**src/rtl/swap_seq_pkg.sv**
```systemverilog
package swap_seq_pkg;
   typedef enum logic [2:0] {
      ST_IDLE  = 3'd0,
      ST_CRD   = 3'd1,
      ST_CWR   = 3'd2,
      ST_DRAIN = 3'd3,
      ST_LOCK  = 3'd4,
      ST_BRD   = 3'd5,
      ST_BWR   = 3'd6,
      ST_DONE  = 3'd7
   } swap_st_e;
endpackage

```
**src/rtl/swap_lane.sv**
```systemverilog
module swap_lane #(
   parameter int DATA_W   = 32,
   parameter bit BIG_LANE = 1'b0,
   localparam int LANES   = DATA_W / 8,
   localparam int LW      = $clog2(LANES)
) (
   input  logic [LW-1:0]     addr_lo,
   input  logic              is_byte,
   input  logic [DATA_W-1:0] rd_raw,
   input  logic [DATA_W-1:0] wr_in,
   output logic [DATA_W-1:0] rd_out,
   output logic [DATA_W-1:0] wr_out
);
   logic [LW-1:0] lane;
   logic [7:0]    sel_byte;

   generate
      if (DATA_W < 16 || (DATA_W % 8) != 0) begin : g_bad_width
         $error("swap_lane: DATA_W must be a multiple of 8 and at least 16");
      end
      if (BIG_LANE) begin : g_big
         assign lane = LW'(LANES - 1) - addr_lo;
      end else begin : g_little
         assign lane = addr_lo;
      end
   endgenerate

   assign sel_byte = rd_raw[{lane, 3'b000} +: 8];

   always_comb begin
      if (is_byte) begin
         rd_out = {{(DATA_W-8){1'b0}}, sel_byte};
         wr_out = {LANES{wr_in[7:0]}};
      end else begin
         rd_out = rd_raw;
         wr_out = wr_in;
      end
   end
endmodule

```
**src/rtl/swap_ctrl.sv**
```systemverilog
module swap_ctrl
   import swap_seq_pkg::*;
(
   input  logic     clk,
   input  logic     rst_n,
   input  logic     start,
   input  logic     cacheable,
   input  logic     cache_ack,
   input  logic     bus_ack,
   input  logic     wb_empty,
   output swap_st_e state,
   output logic     idle,
   output logic     busy,
   output logic     done,
   output logic     cache_rd,
   output logic     cache_wr,
   output logic     bus_rd,
   output logic     bus_wr,
   output logic     drain,
   output logic     lock
);
   swap_st_e st_q, st_d;

   always_comb begin
      st_d = st_q;
      unique case (st_q)
         ST_IDLE:  if (start) st_d = cacheable ? ST_CRD : ST_DRAIN;
         ST_CRD:   if (cache_ack) st_d = ST_CWR;
         ST_CWR:   if (cache_ack) st_d = ST_DONE;
         ST_DRAIN: if (wb_empty) st_d = ST_LOCK;
         ST_LOCK:  st_d = ST_BRD;
         ST_BRD:   if (bus_ack) st_d = ST_BWR;
         ST_BWR:   if (bus_ack) st_d = ST_DONE;
         ST_DONE:  st_d = ST_IDLE;
         default:  st_d = ST_IDLE;
      endcase
   end

   always_ff @(posedge clk or negedge rst_n) begin
      if (!rst_n) st_q <= ST_IDLE;
      else        st_q <= st_d;
   end

   assign state    = st_q;
   assign idle     = (st_q == ST_IDLE);
   assign busy     = (st_q != ST_IDLE);
   assign done     = (st_q == ST_DONE);
   assign cache_rd = (st_q == ST_CRD);
   assign cache_wr = (st_q == ST_CWR);
   assign bus_rd   = (st_q == ST_BRD);
   assign bus_wr   = (st_q == ST_BWR);
   assign drain    = (st_q == ST_DRAIN);
   assign lock     = (st_q == ST_LOCK) || (st_q == ST_BRD) || (st_q == ST_BWR);

   p_lock_on_bus_r7: assert property (@(posedge clk) disable iff (!rst_n)
      (bus_rd || bus_wr) |-> lock);
   p_lock_early_r7: assert property (@(posedge clk) disable iff (!rst_n)
      $rose(bus_rd) |-> $past(lock));
   p_done_unlocked_r7: assert property (@(posedge clk) disable iff (!rst_n)
      done |-> !lock);
   p_drained_r4: assert property (@(posedge clk) disable iff (!rst_n)
      $rose(bus_rd) |-> $past(wb_empty, 2));
   p_cache_unlocked_r2: assert property (@(posedge clk) disable iff (!rst_n)
      (cache_rd || cache_wr) |-> !lock);
   p_irq_held_r3: assert property (@(posedge clk) disable iff (!rst_n)
      (cache_rd || cache_wr || bus_rd || bus_wr || drain || done) |-> busy);
   p_one_request_r5: assert property (@(posedge clk) disable iff (!rst_n)
      $onehot0({cache_rd, cache_wr, bus_rd, bus_wr, drain}));
   p_write_held_r6: assert property (@(posedge clk) disable iff (!rst_n)
      (bus_wr && !bus_ack) |=> bus_wr);
   p_done_pulse_r10: assert property (@(posedge clk) disable iff (!rst_n)
      done |=> !done);
endmodule

```
**src/rtl/atomic_swap_seq.sv**
```systemverilog
module atomic_swap_seq
   import swap_seq_pkg::*;
#(
   parameter int ADDR_W   = 32,
   parameter int DATA_W   = 32,
   parameter bit BIG_LANE = 1'b0
) (
   input  logic              clk,
   input  logic              rst_n,
   input  logic              req_valid,
   output logic              req_ready,
   input  logic [ADDR_W-1:0] req_addr,
   input  logic [DATA_W-1:0] req_wdata,
   input  logic              req_byte,
   input  logic              req_cacheable,
   input  logic              req_bufferable,
   input  logic              cache_hit,
   output logic              done,
   output logic [DATA_W-1:0] rsp_data,
   output logic              swap_err,
   output logic              irq_block,
   output logic              cache_rd_req,
   output logic              cache_wr_req,
   output logic [ADDR_W-1:0] cache_addr,
   output logic [DATA_W-1:0] cache_wdata,
   output logic              cache_byte,
   output logic              cache_wr_buf,
   input  logic              cache_ack,
   input  logic [DATA_W-1:0] cache_rdata,
   output logic              wb_drain_req,
   input  logic              wb_empty,
   output logic              bus_lock,
   output logic              bus_rd_req,
   output logic              bus_wr_req,
   output logic [ADDR_W-1:0] bus_addr,
   output logic [DATA_W-1:0] bus_wdata,
   output logic              bus_byte,
   input  logic              bus_ack,
   input  logic [DATA_W-1:0] bus_rdata
);
   localparam int LW = $clog2(DATA_W / 8);

   generate
      if (ADDR_W <= LW) begin : g_bad_addr
         $error("atomic_swap_seq: ADDR_W must exceed the lane index width");
      end
   endgenerate

   swap_st_e          state;
   logic              idle, start;
   logic              c_rd, c_wr, b_rd, b_wr;
   logic [ADDR_W-1:0] addr_q;
   logic [DATA_W-1:0] wdata_q, rdata_q, rd_sel, rd_ext, wr_lane;
   logic              byte_q, buf_q, err_q;

   assign start = req_valid && idle;

   swap_ctrl u_ctrl (
      .clk       (clk),
      .rst_n     (rst_n),
      .start     (start),
      .cacheable (req_cacheable),
      .cache_ack (cache_ack),
      .bus_ack   (bus_ack),
      .wb_empty  (wb_empty),
      .state     (state),
      .idle      (idle),
      .busy      (irq_block),
      .done      (done),
      .cache_rd  (c_rd),
      .cache_wr  (c_wr),
      .bus_rd    (b_rd),
      .bus_wr    (b_wr),
      .drain     (wb_drain_req),
      .lock      (bus_lock)
   );

   assign rd_sel = (state == ST_CRD) ? cache_rdata : bus_rdata;

   swap_lane #(.DATA_W(DATA_W), .BIG_LANE(BIG_LANE)) u_lane (
      .addr_lo (addr_q[LW-1:0]),
      .is_byte (byte_q),
      .rd_raw  (rd_sel),
      .wr_in   (wdata_q),
      .rd_out  (rd_ext),
      .wr_out  (wr_lane)
   );

   always_ff @(posedge clk or negedge rst_n) begin
      if (!rst_n) begin
         addr_q  <= '0;
         wdata_q <= '0;
         byte_q  <= 1'b0;
         buf_q   <= 1'b0;
         err_q   <= 1'b0;
      end else if (start) begin
         addr_q  <= req_addr;
         wdata_q <= req_wdata;
         byte_q  <= req_byte;
         buf_q   <= req_bufferable;
         err_q   <= !req_cacheable && cache_hit;
      end
   end

   always_ff @(posedge clk or negedge rst_n) begin
      if (!rst_n)                          rdata_q <= '0;
      else if ((c_rd && cache_ack) || (b_rd && bus_ack)) rdata_q <= rd_ext;
   end

   assign req_ready    = idle;
   assign rsp_data     = rdata_q;
   assign swap_err     = done && err_q;

   assign cache_rd_req = c_rd;
   assign cache_wr_req = c_wr;
   assign cache_addr   = addr_q;
   assign cache_wdata  = wr_lane;
   assign cache_byte   = byte_q;
   assign cache_wr_buf = buf_q;

   assign bus_rd_req   = b_rd;
   assign bus_wr_req   = b_wr;
   assign bus_addr     = addr_q;
   assign bus_wdata    = wr_lane;
   assign bus_byte     = byte_q;

   p_no_bus_cached_r2: assert property (@(posedge clk) disable iff (!rst_n)
      (cache_rd_req || cache_wr_req) |-> !(bus_rd_req || bus_wr_req || bus_lock));
   p_err_with_done_r8: assert property (@(posedge clk) disable iff (!rst_n)
      swap_err |-> done);
   p_addr_stable_r5: assert property (@(posedge clk) disable iff (!rst_n)
      (bus_wr_req && $past(bus_rd_req)) |-> $stable(bus_addr));
   p_idle_quiet_r1: assert property (@(posedge clk) disable iff (!rst_n)
      req_ready |-> !(irq_block || bus_lock || wb_drain_req));
endmodule

```
**config.mk**
```make
export PLATFORM = sky130hd
export DESIGN_NAME = atomic_swap_seq
export DESIGN_NICKNAME = d
export VERILOG_FILES = /design/src/rtl/swap_seq_pkg.sv /design/src/rtl/swap_lane.sv /design/src/rtl/swap_ctrl.sv /design/src/rtl/atomic_swap_seq.sv
export SDC_FILE = /design/constraint.sdc
export NUM_CORES = 1
export LEC_CHECK = 0
export ABC_CLOCK_PERIOD_IN_PS = 2500
export BUFFER_PORTS_ARGS = -buffer_cell sky130_fd_sc_hd__buf_2
export CORE_AREA = 2 2 119 121
export CTS_CLUSTER_DIAMETER = 120
export CTS_CLUSTER_SIZE = 10
export DETAILED_ROUTE_END_ITERATION = 12
export DIE_AREA = 0 0 121 123
export MAX_ROUTING_LAYER = met4
export PLACE_DENSITY_LB_ADDON = 0.25
export SYNTH_ARGS = -nofsm -noshare
export SYNTH_HDL_FRONTEND = slang
export SYNTH_SLANG_ARGS = --single-unit
```
**constraint.sdc**
```tcl
create_clock -name clk -period 2.5 [get_ports clk]
set_clock_uncertainty 0.2 [all_clocks]
set_input_delay 0.375 -clock clk [delete_from_list [all_inputs] [get_ports clk]]
set_output_delay 0.375 -clock clk [all_outputs]
set_load 0.02 [all_outputs]
```
==> run_results.csv <==
group,metric,value,unit
global_routing,grt_pass1_wl,21.5,mm
cells_and_area,antenna_cells,0,
routing,wl_per_cell,16.0,um
power,pwr_density_cell,1520,mW/mm^2
cells_and_area,drive_gt1_frac,0.536,
cells_and_area,layout_common_cells,"buf_2 (309), dfrtp_1 (102), o21ai_0 (75)",
floorplan,die_area,0.0149,sq mm
routing,vias,4378,
sta,layout_min_cycle_time,2200,ps
sta,setup_viol_count_final,0,
routing,dr.first_iter.drc_count,215,
floorplan,num_rows,43,
floorplan,pin_count,311,
sta,grt_setup_unrepaired,"false",
yosys,yosysWarningCount,0,
yosys,synthesis.nets,631,
critical_path,critPathMaxFanout,34,
cts,h-tree-depth,3,
cts,clk_path_buf_depth,2,
routing,ant_nets,0,
cts,cts_resized,0,
power,peakVddDrop,0.000484,V
cells_and_area,final-instance-count-excl-fill,910,
global_routing,track_usage,0.193,
min_path,worstHoldPathType,"in2reg",
sta,finalCritPeriodShare,0.879,
critical_path,critPathKind,"reg2out",
routing,wl_met1,6.11,mm
routing,wl_met3,1.13,mm
sta,relSlewSlack,0.512,
cells_and_area,nNetsFinal,863,
floorplan,start_util,0.386,
critical_path,crit_path_end_kind,"output pin",
cts,cts_tree,"built",
cells_and_area,final_common_cell,"buf_2",
cts,cts_root_buffer,"clkbuf_16",
cts,clock_latency,340,ps
cts,clock_sinks,102,
critical_path,cp.arrival,1620,ps
critical_path,cp-startpoint,"bus_byte$_DFFE_PN0P_",
cts,cts_post_setup_buffers_inserted,0,
yosys,seq_area_frac_synth,0.486,
global_routing,overflow,0,
yosys,yosysTopAreaCellShare,0.486,
critical_path,required,1920,ps
placed_design,dp_hpwl,11.2,mm
yosys,postSynthAreaPerCell,10.6,sq um
critical_path,slowest_stage,"dfrtp_1",
cts,cts_buffers,9,
sta,tightest_slew,732,ps
placed_design,place_inst,893,
flow_run,max_cap_viol_count,0,
placed_design,portBuffers,310,
placed_design,place.gp.congestion,0.824,
yosys,netlist_area,0.00525,sq mm
yosys,synth_seq_cells,102,
routing,avgViaCountPerCell,4.81,
global_routing,grt_pass1_vias,4189,
yosys,synthCells,493,
sta,setup_tns,0,ps
routing,dr.max_layer_used,"met4",
critical_path,worstPathCellList,"buf_4, nand2_1, o21ai_0, buf_2",
cts,clk_pin_slew,70,ps
cells_and_area,fill_cells,1290,
routing,drc,0,
global_routing,grt_max_degree,46,
yosys,synth_cell_type_count,29,
yosys,synth_edf_count,0,
power,p_leak,0.00349,uW
floorplan,die_h,123,um
yosys,async_flop_share,1.00,
yosys,synth_area_leaders,"dfrtp_1 (49%), buf_4 (11%), mux2_2 (9.2%), o21ai_0 (7.2%), mux2i_1 (6.3%)",
sta,finalMaxSlewViolations,0,
critical_path,start_kind,"flip-flop",
floorplan,die_x,121,um
floorplan,core-area,0.0136,sq mm
routing,first_pass_iters,4,
critical_path,crit-reg2reg-launch,"u_ctrl.state[1]$_DFFE_PN0P_",
cells_and_area,final_core_util,0.497,
critical_path,r2r_setup_slack,360,ps
routing,wl_met2,7.06,mm
critical_path,cpPeakStageDelay,390,ps
run_status,status,"completed",
yosys,synth_top_area_cell,"dfrtp_1",
routing,wirelength,14.6,mm
cells_and_area,area_delta_synth_final,29.0,%
min_path,hp-start,"req_wdata[27]",
yosys,synth_ff_type,"dfrtp_1",
sta,hold_violations,0,
global_routing,antenna_found_initial,0,
sta,fmax,0.455,GHz
[Yosys cell counts (2+ instances only)]
master	number
dfrtp_1	102
nor3_1	4
o21ai_0	75
o221ai_1	8
nand4_1	2
buf_12	3
nand2_1	67
clkbuf_1	13
and2_1	2
buf_6	2
buf_4	74
mux2i_1	33
buf_2	7
buf_1	3
inv_1	29
mux4_2	8
nor2_1	7
mux2_2	43
[critical path, delay by kind of cell, from the launching register on]
kind	cells	cell delay (ps)
buf+inv	2	540
simple gates	1	180
compound gates	1	160
flops	1	390
[layout make-up]
cell class	instances	area (sq um)	share of cell area
flip-flops and latches	102	2550	0.377
multi-input cells	260	1860	0.275
repair buffers	323	1700	0.252
clock buffers	12	246	0.0364
well taps	180	225	0.0333
inverters	29	109	0.0161
clock inverters	4	70.1	0.0104
[where the power goes]
group,internal [uW],switching (uW)
clock,902,598
combinational,2110,3700
sequential,2430,572
total,5440,4870
[state kept, by name (all words and copies together) (netlist names)]
| name | count |
|---|---|
| bus_addr | 32 |
| rsp_data | 32 |
| wdata_q | 32 |
| u_ctrl.state | 3 |
| bus_byte | 1 |
| cache_wr_buf | 1 |
| err_q | 1 |
[worst paths after layout]
path / endpoint / cells after the start
min: wdata_q[27]$_DFFE_PN0P_ / 3
min reg2reg: rsp_data[15]$_DFFE_PN0P_ / 2
max in group asynchronous: rsp_data[14]$_DFFE_PN0P_ / 3
max reg2reg: rsp_data[3]$_DFFE_PN0P_ / 5
min in group asynchronous: wdata_q[27]$_DFFE_PN0P_ / 2
max: bus_wdata[12] / 4
[layer usage]
metal  GRT usage  vias up
li1            -     2061
met1       0.234     2086
met2       0.317      209
met3      0.0383       22
met4      0.0778        0
met5           -        -
[through the flow]
| step | hold WS [ps] | power [uW] | cell area [sq um] | setup slack [ps] |
|---|---|---|---|---|
| after floorplan | -121 | 7710 | 5250 | 95.7 |
| after global placement | 67.1 | 8810 | 6440 | 380 |
| after detailed placement | 67.5 | 8890 | 6440 | 373 |
| after CTS | 16.7 | 10400 | 6770 | 262 |
| after global routing | 31.7 | 11000 | 6770 | 147 |
| final | 26.7 | 10300 | 6770 | 303 |
[logic make-up (layout without fill, tap and decap cells)]
kind of cell              Yosys count  count (layout)  synth area share
AOI/OAI and AO/OA                  87              87            0.0913
xor gates and xnor gates            1               1           0.00167
buffers and inverters             131             368             0.160
DFF                               102             102             0.486
muxes                              84              84             0.190
and+or+nand+nor                    88              88            0.0706
[timing repair]
action,in CTS,in global routing
hold endpoints to repair,16,0
hold buffers,1,0
setup endpoints to repair,0,0
Power figures use the tool's default switching activity.
